==> src/rtl/stepper_pkg.sv <==
package stepper_pkg;

  typedef logic [3:0] coil_t;
  typedef logic [1:0] phase_t;

  // Strobes from the dwell control to the phase datapath
  typedef struct packed {
    logic advance;   // move to the next pattern at this edge
    logic reverse;   // walk backwards when advancing
  } seq_ctrl_t;

  localparam int unsigned NUM_PHASES = 4;

  // Phase index to coil pattern; adjacent indices differ by one coil swap
  function automatic coil_t phasePattern(input phase_t idx);
    coil_t pat;
    case (idx)
      2'd0:    pat = 4'h5;
      2'd1:    pat = 4'h6;
      2'd2:    pat = 4'hA;
      default: pat = 4'h9;
    endcase
    return pat;
  endfunction

endpackage

==> src/rtl/stepper_dwell_ctrl.sv <==
module stepper_dwell_ctrl
  import stepper_pkg::*;
#(
  parameter int unsigned DWELL_CYCLES = 50000
) (
  input  logic      clk,
  input  logic      rst,
  input  logic      enable,
  input  logic      direction,
  output seq_ctrl_t ctrl
);

  localparam int unsigned CNT_W = (DWELL_CYCLES > 1) ? $clog2(DWELL_CYCLES) : 1;

  logic atLast;

  generate
    if (DWELL_CYCLES <= 1) begin : g_noDwell
      // Every enabled edge is a step
      assign atLast = 1'b1;
    end else begin : g_dwell
      localparam logic [CNT_W-1:0] LAST = CNT_W'(DWELL_CYCLES - 1);
      logic [CNT_W-1:0] dwellCnt;

      always_ff @(posedge clk) begin
        if (rst) begin
          dwellCnt <= '0;
        end else if (enable) begin
          if (dwellCnt == LAST) dwellCnt <= '0;
          else                  dwellCnt <= dwellCnt + 1'b1;
        end
      end

      assign atLast = (dwellCnt == LAST);
    end
  endgenerate

  always_comb begin
    ctrl.advance = enable & atLast & ~rst;
    ctrl.reverse = direction;
  end

endmodule

==> src/rtl/stepper_phase_path.sv <==
module stepper_phase_path
  import stepper_pkg::*;
(
  input  logic      clk,
  input  logic      rst,
  input  seq_ctrl_t ctrl,
  output coil_t     coilDrive,
  output logic      stepPulse
);

  phase_t phaseIdx;
  phase_t nextIdx;

  always_comb begin
    if (ctrl.reverse) nextIdx = phaseIdx - 2'd1;
    else              nextIdx = phaseIdx + 2'd1;
  end

  always_ff @(posedge clk) begin
    if (rst) begin
      phaseIdx  <= '0;
      coilDrive <= phasePattern(2'd0);
      stepPulse <= 1'b0;
    end else begin
      stepPulse <= ctrl.advance;
      if (ctrl.advance) begin
        phaseIdx  <= nextIdx;
        coilDrive <= phasePattern(nextIdx);
      end
    end
  end

endmodule

==> src/rtl/stepper_phase_sequencer.sv <==
module stepper_phase_sequencer
  import stepper_pkg::*;
#(
  parameter int unsigned CYCLES_PER_MS = 50000,
  parameter int unsigned DWELL_MS      = 1
) (
  input  logic       clk,
  input  logic       rst,
  input  logic       enable,
  input  logic       direction,
  output logic [3:0] coilDrive,
  output logic       stepPulse
);

  localparam int unsigned DWELL_CYCLES = CYCLES_PER_MS * DWELL_MS;

  seq_ctrl_t ctrl;

  stepper_dwell_ctrl #(
    .DWELL_CYCLES(DWELL_CYCLES)
  ) u_ctrl (
    .clk       (clk),
    .rst       (rst),
    .enable    (enable),
    .direction (direction),
    .ctrl      (ctrl)
  );

  stepper_phase_path u_path (
    .clk       (clk),
    .rst       (rst),
    .ctrl      (ctrl),
    .coilDrive (coilDrive),
    .stepPulse (stepPulse)
  );

endmodule

==> config.mk <==
export PLATFORM = sky130hd
export DESIGN_NAME = stepper_phase_sequencer
export DESIGN_NICKNAME = d
export VERILOG_FILES = /design/src/rtl/stepper_pkg.sv /design/src/rtl/stepper_dwell_ctrl.sv /design/src/rtl/stepper_phase_path.sv /design/src/rtl/stepper_phase_sequencer.sv
export SDC_FILE = /design/constraint.sdc
export NUM_CORES = 1
export LEC_CHECK = 0
export BUFFER_PORTS_ARGS = -buffer_cell sky130_fd_sc_hd__buf_2
export CAP_MARGIN = 20
export CORE_UTILIZATION = 30
export CTS_CLUSTER_DIAMETER = 80
export DETAILED_ROUTE_END_ITERATION = 12
export GPL_TIMING_DRIVEN = 0
export HOLD_SLACK_MARGIN = 0.08
export SLEW_MARGIN = 20
export SYNTH_ARGS = -nofsm -noshare
export SYNTH_HDL_FRONTEND = slang
export SYNTH_SLANG_ARGS = --single-unit
==> constraint.sdc <==
create_clock -name clk -period 2.3 [get_ports clk]
set_input_delay 0.575 -clock clk [delete_from_list [all_inputs] [get_ports clk]]
set_output_delay 0.575 -clock clk [all_outputs]
set_load 0.05 [all_outputs]
== Word level (Yosys, flattened, before mapping) ==
Index checks and enable logic that the tools add are counted.

* Register bits: 23
* Bits in latches: 0
* Memory bits (writable): 0
* Memory bits (read-only): 0
* Input bits: 4
* Output and inout bits: 5
* Memories kept: 0

* $add $sub $neg: 3
* $mul: 0
* Div/mod/pow operators: 0
* Magnitude comparators: 0
* Eq/ne operators: 3
* Shift-type cells: 0
* Multiplexer cells: 3
* Bitwise operators: 3
* Reductions and logical operators: 1

{| class="wikitable"
|+ Operator list
! kind !! count
|-
| adder 16 x 1 -> 16 bit (second input constant) || 1
|-
| == test 16 bit (second input constant) || 1
|-
| 2-to-1 mux 16 bit || 1
|-
| case mux 4 bit (3 select lines) || 1
|-
| adder 2 x 1 -> 2 bit (second input constant) || 1
|-
| bitwise AND 1 bit || 2
|-
| == test 2 x 1 -> 1 bit (second input constant) || 1
|-
| == test 2 bit (second input constant) || 1
|-
| logical NOT 2 bit || 1
|-
| 2-to-1 mux 2 bit || 1
|-
| subtractor 2 x 1 -> 2 bit (second input constant) || 1
|-
| NOT 1 bit || 1
|}

== Longest topological paths before layout ==
Gate-level depths: netlist (run 1).

* Word-level depth: 4
* Mapped depth: 6
* Gate-level depth less buffers: 5

== By module ==
A second synthesis (run 1) with hierarchy kept.

* Cell total of the unflattened synthesis: 114
* Area, all modules: 1,032.2 µm²

{| class="wikitable"
|+ By module, submodules not included
! module !! times used !! cells an instance !! area an instance (µm²)
|-
| stepper_dwell_ctrl || 1 || 87 || 777.0
|-
| stepper_phase_path || 1 || 27 || 255.2
|}

== Worst setup path before layout (run 1) ==
No wires, ideal clock.

* Path type: input -> register
* Start: in enable
* End: reg u_ctrl.g_dwell.dwellCnt[0]
* Setup time: 0.117 ns
* Data arrival time: 1.395 ns
* Data required time: 2.183 ns
* Path slack: 0.787 ns
* Stages on the path: 5
* Buffers on the path: 1
* Cell sequence: and4_4 > nand4_4 > nand2b_1 > buf_2 > nor2_1

{| class="wikitable"
|+ RTL lines
! item !! RTL line !! RTL
|-
| from (decl) || stepper_phase_sequencer.sv:9 || <nowiki>input logic enable,</nowiki>
|-
| to (signal assigned) || stepper_dwell_ctrl.sv:30 || <nowiki>else dwellCnt <= dwellCnt + 1'b1;</nowiki>
|-
| to (decl) || stepper_dwell_ctrl.sv:23 || <nowiki>logic [CNT_W-1:0] dwellCnt;</nowiki>
|}

== Final worst setup path (run 1) ==
* Start: reg u_ctrl.g_dwell.dwellCnt[0]
* End: reg u_ctrl.g_dwell.dwellCnt[3]

* Cells in the longest elaborated chain, start to end: 2

{| class="wikitable"
|+ Ends and longest elaborated chain
! item !! RTL line !! RTL
|-
| adder 16 x 1 -> 16 bit or == test 16 bit (tied branches) || stepper_dwell_ctrl.sv:30, stepper_dwell_ctrl.sv:29 ||
|-
| 2-to-1 mux 16 bit (*) || stepper_dwell_ctrl.sv:29 || <nowiki>if (dwellCnt == LAST) dwellCnt <= '0;</nowiki>
|}

Mark *: on every way between the ends. The rest lies on a longest branch, timed or not.
A chain may end at the register's enable or synchronous reset.

==> flow_summary_export.csv, run 1 <==
group,metric,value,unit
synth,synth.area.top_cells,"dfxtp_1 (45%), xnor2_1 (14%), nor2_1 (8.0%), mux2i_1 (2.9%), xor2_1 (2.6%)",
global_route,maximum_number_of_pins_on_one_net_before_global_route_repair,13,
synth,synth_nets,113,
timing,whs,0.4745,ns
synth,yosys-top-cells-count,"dfxtp_1 (23), nor2_1 (22), xnor2_1 (16), nand2_1 (5)",
critical_path,critPathRequiredTime,2.51,ns
synth,post_synth_xor_area_fraction,0.1622,
finish,num-fill-cells,349,
die,design.core.area,3153,um2
synth,netlist-cell-type-count,27,
power_and_ir_drop,totalPowerFinal,0.6112,mW
finish,final_util,0.3623,
synth,basic_gate_share_of_the_synthesized_area_counting_and_or_nand_and_nor_cells,0.3061,
routing,post-route-drc-count,0,
clocking,tritoncts_clock_tree,"built",
power_and_ir_drop,power_report.internal_total,0.4795,mW
clocking,cts_hold_buffers,0,
synth,post-synth-top-count-cell,"dfxtp_1",
finish,final_nets,125,
synth,postSynthCellCount,108,
critical_path,arr_time_crit_path,1.96,ns
clocking,clk_latency,0.30,ns
synth,synth_top_area_frac,0.4488,
job,drv_cap,0,
placed_design,gp_routability_congestion,0.6833,
synth,synth_area_leader_cell,"dfxtp_1",
routing,vias_per_cell,4.601,
finish,final_layout_size_suffix_gt1_frac,0.1597,
power_and_ir_drop,cellPowerDensity,535.0,nW/um2
critical_path,r2r_slack,0.55,ns
clocking,path_clk_slew,0.12,ns
placed_design,place_hpwl,1266,um
synth,synth_top_family_by_area,"simple AND/OR/NAND/NOR gates",
power_and_ir_drop,p_sw,0.1317,mW
power_and_ir_drop,switching_share,0.2155,
synth,edff_count_synth,0,
routing,routed_wire_length_per_instance,10.71,um
synth,ys_async_rst_share,0,
routing,finalWirelength,1745,um
synth,netlist_area,1026,um2
global_route,number_of_global_route_vias_before_repair,723,
synth,synth.yosys.warnings,0,
power_and_ir_drop,combPwrFrac,0.039,
global_route,initial_antenna_violation_count,0,
synth,post_synth.cell_area_avg,9.500,um2
timing,timing.final.max_slew_violations,0,
die,die_y,60.48,um
die,dieArea,3658,um2
die,die_span_in_x,60.48,um
timing,unrepaired_setup_endpoints_after_global_routing,"no",
hold_path,min_path_type,"flip-flop to flip-flop",
clocking,cts_max_path_buffers,2,
finish,layout-area-overhead-vs-synth,11.34,%
outcome,outcome,"completed",
clocking,cts_htree_levels,1,
power_and_ir_drop,power.leakage,0.4050,nW
critical_path,critical_path.max_fanout,10,
clocking,post_cts_resize_count,0,
power_and_ir_drop,ir_drop,0.3237,mV
power_and_ir_drop,clockPowerShare,0.297,
clocking,ctsRootBufferMaster,"clkbuf_4",
finish,diodes,0,
timing,finalSetupViolations,0,
routing,first_drt_pass_iteration_count,4,
global_route,globalRoute.totalOverflow,0,
die,design.portCount,9,
placed_design,place.port_buffers,7,
clocking,post-cts-setup-buffers,0,
routing,ant_nets,0,
timing,finalHoldViolations,0,
timing,finalSetupTns,0,ns
critical_path,worst-setup-path-type,"flip-flop to flip-flop",
die,num_rows,20,
timing,worst_tran_pin_value,0.3474,ns
timing,final.period_utilization,0.7625,
power_and_ir_drop,p_seq_frac,0.663,
synth,synth.ff_latch_count,23,
synth,synthMuxAreaShare,0.02927,
timing,finalCriticalPeriod,1.754,ns
synth,area_share_of_fa_ha_maj_cells_after_synthesis,0.01220,
critical_path,startpoint_type,"flip-flop",
global_route,grt_pass1_wl,3160,um
timing,clock-skew-final,0.002051,ns
clocking,cts.sink_count,23,
routing,detailedRoute.firstIterationViolations,12,
synth,postSynth.topFlopCell,"dfxtp_1",
timing,maxClockFrequency,0.5702,GHz
clocking,cts_buffers,3,
global_route,grt_util_all_layers,0.1163,
timing,timing.max_slew.rel_slack,0.7684,
synth,synth_compound_area_frac,0.02195,
critical_path,end_kind,"flip-flop",
synth,yosysSeqAreaShare,0.4488,
die,initial_utilization,0.3254,
routing,routed-via-count,750,
per-layer routing:
layer	routed length, um	track usage	share of wire	up-vias
li1	-	-	-	389
met1	835	0.1355	0.48	341
met2	817	0.2009	0.47	15
met3	55	0.02559	0.032	5
met4	36	0.05844	0.021	0
met5	0	0	0	-
final cells by class:
cell class              count  area [um2]  share of cell area
plain buffers               2       8.758            0.007667
clock buffers               4       26.28             0.02300
inverters                   3       11.26            0.009858
multi-input cells          80       545.5              0.4775
flip-flops and latches     23       460.4              0.4031
well taps                  44       55.05             0.04819
repair buffers              7       35.03             0.03067
cell families (layout without fill, tap and decap cells):
kind of cell	Yosys count	after routing
flops	23	23
buf+inv	5	16
simple gates	53	53
fa+ha+maj	1	1
compound gates	4	4
xor+xnor	19	19
mux	3	3
registers in the layout, indices dropped and copies added (netlist names):
signal	count
u_path.stepPulse	1
u_path.coilDrive	4
u_path.phaseIdx	2
u_ctrl.g_dwell.dwellCnt	16
per-stage QoR:
stage	cells	instance area (um2)	setup slack, ns
final	163	1142	0.5462
after floorplan	108	1026	0.7875
after detailed placement	159	1116	0.4014
after CTS	163	1142	0.5244
after global placement	159	1116	0.4613
after global routing	163	1142	0.3945
layout by cell type (no fill, tap or decap):
master     n
a21o_1     1
a21oi_1    2
and4_4     1
and4bb_2   2
buf_1      1
buf_2      8
clkbuf_1   1
clkbuf_4   3
dfxtp_1   23
ha_1       1
inv_1      3
mux2i_1    3
nand2_1    5
nand2b_1   1
nand2b_2   1
nand3_1    4
nand4_1    3
nand4_2    1
nand4_4    1
nor2_1    22
nor3_1     4
nor4_1     4
nor4b_4    1
o21ai_0    1
or2_2      1
or2b_1     1
or3_1      1
xnor2_1   16
xor2_1     3
power by group through the flow:
stage / combinational, mW / sequential (mW) / clock (mW)
2_1_floorplan: 0.0165 / 0.414 / 0
3_5_place_dp: 0.0244 / 0.415 / 0
4_1_cts: 0.0246 / 0.406 / 0.192
3_3_place_gp: 0.0224 / 0.414 / 0
6_report: 0.0239 / 0.405 / 0.182
5_1_grt: 0.0278 / 0.406 / 0.209
final timing paths:
check | startpoint | to | depth (start not counted)
worst min-delay path | u_path.coilDrive[1]$_SDFFE_PP0P_ | u_path.coilDrive[1]$_SDFFE_PP0P_ | 2
worst min register to register | u_path.coilDrive[1]$_SDFFE_PP0P_ | u_path.coilDrive[1]$_SDFFE_PP0P_ | 2
worst max-delay path | u_ctrl.g_dwell.dwellCnt[0]$_SDFFE_PP0P_ | u_ctrl.g_dwell.dwellCnt[3]$_SDFFE_PP0P_ | 6
worst max register to register | u_ctrl.g_dwell.dwellCnt[0]$_SDFFE_PP0P_ | u_ctrl.g_dwell.dwellCnt[3]$_SDFFE_PP0P_ | 6
worst max-delay path, stage by stage (launching register included):
cell and delay, ns:
dfxtp_1 0.39, ha_1 0.21, and4_4 0.26, nand4_4 0.18, nand2b_1 0.26, buf_2 0.26, nor2_1 0.08
No activity file was read; power rests on OpenSTA's default activity.
==> run 2: changes to the inputs <==
ABC_AREA = 1   (was default)
clock period = 1.6 ns   (was 2.3 ns; I/O delays follow)
==> run 2 against run 1 <==
  * Combinational power grew 71%
  * Via count grew 35%
  * First-iteration DRC count grew 75%
  * Clock power grew 95%
  * Largest power group unchanged
  * Critical path type unchanged
  * Cell area grew 15%
  * Global-route usage grew 0.62 points
  * Sequential power grew 43%
  * Worst hold slack lost 0.062 ns
  * Clock skew grew 0.0026 ns
  * Final cell count grew 45%
==> flow_summary_export.csv, run 2 <==
group,metric,value,unit
critical_path,beginning_of_the_worst_register_to_register_path,"u_ctrl.g_dwell.dwellCnt[0]$_SDFFE_PP0P_",
routing,routed_wire_length_per_instance,9.494,um
die,design.portCount,9,
die,num_rows,22,
timing,final.period_utilization,0.8888,
critical_path,critPathRequiredTime,1.75,ns
synth,postSynth.topFlopCell,"dfxtp_1",
timing,finalSetupViolations,0,
timing,finalSetupTns,0,ns
critical_path,arr_time_crit_path,1.57,ns
job,drv_cap,0,
clocking,cts_max_path_buffers,2,
finish,final_cell_mix,"nand2_1 (53), nor2_1 (36), inv_1 (23), dfxtp_1 (23), nand3_1 (11)",
die,initial_utilization,0.3168,
routing,ant_nets,0,
finish,final_nets,195,
clocking,cts_htree_levels,1,
critical_path,end_kind,"flip-flop",
finish,final_layout_size_suffix_gt1_frac,0.1005,
global_route,maximum_number_of_pins_on_one_net_before_global_route_repair,13,
outcome,outcome,"completed",
global_route,initial_antenna_violation_count,0,
synth,netlist_area,1177,um2
critical_path,startpoint_type,"flip-flop",
power_and_ir_drop,p_seq_frac,0.595,
placed_design,gp_routability_congestion,0.7436,
timing,worst_tran_pin_value,0.2714,ns
synth,post-synth-top-count-cell,"nand2_1",
placed_design,place.port_buffers,7,
synth,synth_top_area_frac,0.3911,
routing,finalWirelength,2250,um
global_route,number_of_global_route_vias_before_repair,865,
clocking,path_clk_slew,0.08,ns
power_and_ir_drop,power_report.internal_total,0.7684,mW
synth,synth.ff_latch_count,23,
power_and_ir_drop,p_sw,0.2074,mW
synth,edff_count_synth,0,
finish,layout-area-overhead-vs-synth,11.90,%
die,dieArea,4179,um2
routing,routed-via-count,1012,
synth,ys_async_rst_share,0,
die,design.core.area,3716,um2
synth,synth.yosys.warnings,0,
timing,unrepaired_setup_endpoints_after_global_routing,"no",
power_and_ir_drop,combPwrFrac,0.042,
clocking,cts_buffers,3,
clocking,post-cts-setup-buffers,0,
finish,largest_reg_flops,16,
routing,post-route-drc-count,0,
critical_path,r2r_slack,0.18,ns
synth,yosys-top-cells-count,"nand2_1 (53), nor2_1 (36), dfxtp_1 (23), inv_1 (23), nand3_1 (11)",
finish,top_register,"u_ctrl.g_dwell.dwellCnt",
synth,post_synth.cell_area_avg,6.614,um2
timing,timing.max_slew.rel_slack,0.8189,
timing,clock-skew-final,0.004609,ns
clocking,cts.sink_count,23,
synth,synth_nets,183,
synth,synth_area_leader_cell,"dfxtp_1",
clocking,cts_hold_buffers,0,
clocking,ctsRootBufferMaster,"clkbuf_8",
critical_path,critical_path.max_fanout,7,
finish,diodes,0,
placed_design,dp_cells,233,
die,die_span_in_x,64.65,um
timing,finalCriticalPeriod,1.422,ns
global_route,grt_pass1_wl,3974,um
power_and_ir_drop,cellPowerDensity,740.6,nW/um2
critical_path,timing.rr.end,"u_ctrl.g_dwell.dwellCnt[8]$_SDFFE_PP0P_",
timing,finalHoldViolations,0,
finish,layout.cells.most_common,"nand2_1",
finish,layout.cells.non_filler,237,
routing,detailedRoute.firstIterationViolations,21,
hold_path,hold_path_startpoint,"rst",
routing,vias_per_cell,4.270,
routing,first_drt_pass_iteration_count,4,
timing,maxClockFrequency,0.7032,GHz
timing,timing.final.max_slew_violations,0,
critical_path,worst-setup-path-type,"flip-flop to flip-flop",
hold_path,min_path_type,"input port to flip-flop",
critical_path,r2r.worst_path.cells,8,
clocking,tritoncts_clock_tree,"built",
synth,yosysSeqAreaShare,0.3911,
clocking,post_cts_resize_count,0,
power_and_ir_drop,clockPowerShare,0.363,
synth,postSynthCellCount,178,
power_and_ir_drop,ir_drop,0.3951,mV
global_route,globalRoute.totalOverflow,0,
hold_path,hold_end,"u_ctrl.g_dwell.dwellCnt[7]$_SDFFE_PP0P_",
global_route,grt_util_all_layers,0.1225,
synth,netlist-cell-type-count,19,
power_and_ir_drop,switching_share,0.2125,
finish,largest_registers,"u_ctrl.g_dwell.dwellCnt x16, u_path.coilDrive x4, u_path.phaseIdx x2",
die,die_y,64.65,um
power_and_ir_drop,power.leakage,0.6042,nW
hold_path,whs_path_depth,2,
clocking,clk_latency,0.26,ns
synth,synth.area.top_cells,"dfxtp_1 (39%), nand2_1 (17%), nor2_1 (11%), inv_1 (7.3%), nand3_1 (4.7%)",
placed_design,place_hpwl,1744,um
-- run 2: changes by cell type after synthesis, moves of 3 or more --
| cell | delta |
|---|---|
| inv_1 | +20 |
| mux2i_1 | -3 |
| nand2_1 | +48 |
| nand3_1 | +7 |
| nor2_1 | +14 |
| nor4_1 | -4 |
| xnor2_1 | -14 |
-- run 2: worst max-delay path, stage by stage (launching register included) --
cell and delay [ns]:
dfxtp_1 0.36, ha_1 0.24, inv_1 0.06, nor2_1 0.08
nand2_1 0.05, nor2_1 0.10, nand2_1 0.11, nand2_1 0.23
nor2_1 0.08
-- run 2: metrics by stage --
step	util	area, um2	setup slack [ns]	hold slack, ns	power [mW]
3_5_place_dp	0.3424	1272	0.1723	0.4292	0.6357
2_1_floorplan	-	1177	0.4014	0.4427	0.6222
6_report	0.3545	1318	0.1778	0.4130	0.9758
4_1_cts	0.3545	1318	0.1491	0.4110	0.9997
3_3_place_gp	0.3424	1272	0.1566	0.4260	0.6358
5_1_grt	0.3545	1318	0.008695	0.4183	1.032
-- run 2: area by class of cell --
type / count / area, um2
clock buffers: 4 / 45.04
fillers: 411 / 2399
plain buffers: 2 / 15.01
well taps: 48 / 60.06
inverters: 23 / 86.33
flip-flops and latches: 23 / 460.4
repair buffers: 7 / 35.03
multi-input cells: 130 / 615.6
-- run 2: routing by layer --
metal	up-vias	track usage	wire length (um)
met2	11	0.1816	981
met1	431	0.1736	1199
met4	0	0.05000	28
met3	2	0.02113	41
li1	568	-	-
met5	-	0	0
-- run 2: cell families (layout without fill, tap and decap cells) --
group	Yosys count	count (layout)	share of synthesized area
AO/OA/AOI/OAI	5	5	0.02337
flip-flops	23	23	0.3911
AND/OR/NAND/NOR	118	118	0.4442
adder cells (fa/ha/maj)	1	1	0.01063
XOR/XNOR	6	6	0.04463
buffers and inverters	25	36	0.08607
-- run 2: worst max-delay path by stage --
stage                                             from                                      end  slack [ns]  depth (start not counted)
2_1_floorplan  u_ctrl.g_dwell.dwellCnt[0]$_SDFFE_PP0P_  u_ctrl.g_dwell.dwellCnt[8]$_SDFFE_PP0P_        0.40                          8
3_3_place_gp   u_ctrl.g_dwell.dwellCnt[0]$_SDFFE_PP0P_  u_ctrl.g_dwell.dwellCnt[8]$_SDFFE_PP0P_        0.16                          8
3_5_place_dp   u_ctrl.g_dwell.dwellCnt[1]$_SDFFE_PP0P_  u_ctrl.g_dwell.dwellCnt[8]$_SDFFE_PP0P_        0.17                          8
4_1_cts        u_ctrl.g_dwell.dwellCnt[0]$_SDFFE_PP0P_  u_ctrl.g_dwell.dwellCnt[8]$_SDFFE_PP0P_        0.15                          8
5_1_grt        u_ctrl.g_dwell.dwellCnt[1]$_SDFFE_PP0P_  u_ctrl.g_dwell.dwellCnt[8]$_SDFFE_PP0P_       0.009                          8
6_report       u_ctrl.g_dwell.dwellCnt[0]$_SDFFE_PP0P_  u_ctrl.g_dwell.dwellCnt[8]$_SDFFE_PP0P_        0.18                          8
-- run 2: power groups by stage --
stage | clock network [mW] | registers (mW) | logic [mW]
2_1_floorplan | 0 | 0.593 | 0.0287
3_3_place_gp | 0 | 0.594 | 0.0414
3_5_place_dp | 0 | 0.594 | 0.0414
4_1_cts | 0.377 | 0.581 | 0.0415
5_1_grt | 0.402 | 0.582 | 0.0482
6_report | 0.354 | 0.581 | 0.0408
==> run 3: changes to the inputs <==
CAP_MARGIN = default   (was 20)
CORE_UTILIZATION = 33   (was 30)
==> run 3 against run 2 <==
  * Utilization rose by 3.0 points
  * Register-to-register slack improved by 0.03 ns
  * Maximum frequency rose by 1.8%
  * Setup slack improved by 0.025 ns
  * Critical path type unchanged
  * Largest cell class unchanged
  * Largest power group unchanged
==> flow_summary_export.csv, run 3 (synthesized netlist as in run 2, its figures left out) <==
group,metric,value,unit
routing,vias_per_cell,4.340,
clocking,cts.sink_count,23,
critical_path,beginning_of_the_worst_register_to_register_path,"u_ctrl.g_dwell.dwellCnt[1]$_SDFFE_PP0P_",
timing,finalSetupTns,0,ns
clocking,tritoncts_clock_tree,"built",
global_route,number_of_global_route_vias_before_repair,948,
routing,detailedRoute.firstIterationViolations,38,
routing,routed_wire_length_per_instance,9.881,um
routing,routed-via-count,1020,
power_and_ir_drop,power.leakage,0.5953,nW
clocking,path_clk_slew,0.13,ns
finish,layout.cells.non_filler,235,
critical_path,worst-setup-path-type,"flip-flop to flip-flop",
timing,finalSetupViolations,0,
finish,layout-area-overhead-vs-synth,10.63,%
hold_path,min_path_type,"input port to flip-flop",
die,num_rows,21,
finish,final_layout_size_suffix_gt1_frac,0.1111,
critical_path,startpoint_type,"flip-flop",
placed_design,dp_cells,231,
critical_path,critical_path.max_fanout,7,
hold_path,hold_path_startpoint,"rst",
global_route,initial_antenna_violation_count,0,
clocking,cts_max_path_buffers,2,
critical_path,beginning_of_the_critical_path,"u_ctrl.g_dwell.dwellCnt[1]$_SDFFE_PP0P_",
clocking,clk_latency,0.32,ns
timing,timing.max_slew.rel_slack,0.8137,
placed_design,place_hpwl,1765,um
finish,final_cell_mix,"nand2_1 (52), nor2_1 (36), inv_1 (23), dfxtp_1 (23), nand3_1 (11)",
clocking,post-cts-setup-buffers,0,
outcome,outcome,"completed",
critical_path,critPathRequiredTime,1.81,ns
critical_path,arr_time_crit_path,1.61,ns
die,design.portCount,9,
clocking,post_cts_resize_count,0,
placed_design,gp_routability_congestion,0.7601,
timing,worst_tran_pin_value,0.2773,ns
timing,final.period_utilization,0.8731,
clocking,cts_buffers,3,
clocking,cts_hold_buffers,0,
timing,timing.final.max_slew_violations,0,
timing,clock-skew-final,0.008287,ns
global_route,grt_pass1_wl,3981,um
power_and_ir_drop,ir_drop,0.4333,mV
routing,first_drt_pass_iteration_count,4,
job,drv_cap,0,
timing,finalCriticalPeriod,1.397,ns
die,design.core.area,3390,um2
timing,finalHoldViolations,0,
power_and_ir_drop,cellPowerDensity,692.6,nW/um2
die,die_span_in_x,61.73,um
finish,layout.cells.most_common,"nand2_1",
global_route,grt_util_all_layers,0.1412,
global_route,maximum_number_of_pins_on_one_net_before_global_route_repair,15,
placed_design,place.port_buffers,7,
finish,largest_registers,"u_ctrl.g_dwell.dwellCnt x16, u_path.coilDrive x4, u_path.phaseIdx x2",
finish,num-fill-cells,381,
critical_path,end_kind,"flip-flop",
clocking,ctsRootBufferMaster,"clkbuf_4",
die,dieArea,3811,um2
routing,ant_nets,0,
timing,maxClockFrequency,0.7158,GHz
timing,unrepaired_setup_endpoints_after_global_routing,"no",
routing,post-route-drc-count,0,
routing,finalWirelength,2322,um
die,die_y,61.73,um
clocking,cts_htree_levels,1,
finish,final_nets,195,
die,initial_utilization,0.3474,
finish,diodes,0,
finish,top_register,"u_ctrl.g_dwell.dwellCnt",
finish,largest_reg_flops,16,
global_route,globalRoute.totalOverflow,0,
-- run 3: cell types whose count changed in the layout (fill, tap and decap cells not counted) --
| cell | delta |
|---|---|
| clkinvlp_4 | +1 |
| nand2_2 | +1 |
| clkbuf_1 | -1 |
| nand2_1 | -1 |
| clkbuf_4 | +3 |
| clkbuf_8 | -3 |
-- run 3: path summary, 6_finish.rpt --
kind	to	slack (ns)	cells after the start
max reg2reg	u_ctrl.g_dwell.dwellCnt[4]$_SDFFE_PP0P_	0.20	8
min	u_ctrl.g_dwell.dwellCnt[5]$_SDFFE_PP0P_	0.34	2
max	u_ctrl.g_dwell.dwellCnt[4]$_SDFFE_PP0P_	0.20	8
min reg2reg	u_path.coilDrive[3]$_SDFFE_PP0P_	0.46	2
-- run 3: layer usage --
metal	GRT usage	vias up	routed length [um]
met5	0	-	0
met4	0.01905	0	24
met3	0.03727	2	79
met2	0.2289	15	983
met1	0.1939	433	1235
li1	-	570	-
-- run 3: where the power goes --
group          leakage, nW  total (mW)  internal, mW  switching (mW)
Sequential           0.186       0.582         0.578         0.00413
Clock               0.0139       0.278        0.0954           0.183
Combinational        0.396      0.0419        0.0146          0.0273
Total                0.595       0.902         0.688           0.214
-- run 3: critical path, cell delays in order (launching register included) --
cell	delay (ns)
dfxtp_1	0.38
ha_1	0.24
inv_1	0.06
nor2_1	0.08
nand2_1	0.06
nor2_1	0.12
nand2_1	0.13
nand2_2	0.17
nor3_1	0.06
-- run 3: final cells by class --
type,instances,area [um2],area share
clock buffer,3,22.52,0.01729
clock inverter,1,7.507,0.005764
tap,46,57.56,0.04419
inverter,23,86.33,0.06628
multi-input combinational,130,618.1,0.4745
timing repair buffer,7,35.03,0.02690
buffer,2,15.01,0.01153
sequential,23,460.4,0.3535
-- run 3: stage by stage --
stage                     hold WS (ns)    util  power (mW)  area, um2  setup WS (ns)
after floorplan                 0.4427       -      0.6222       1177         0.4014
after global placement          0.4257  0.3747      0.6359       1270         0.1103
after detailed placement        0.4324  0.3747      0.6363       1270         0.1219
after CTS                       0.3475  0.3835      0.9223       1300         0.1027
after global routing            0.3528  0.3843      0.9520       1303        0.06250
final                           0.3416  0.3843      0.9021       1303         0.2030
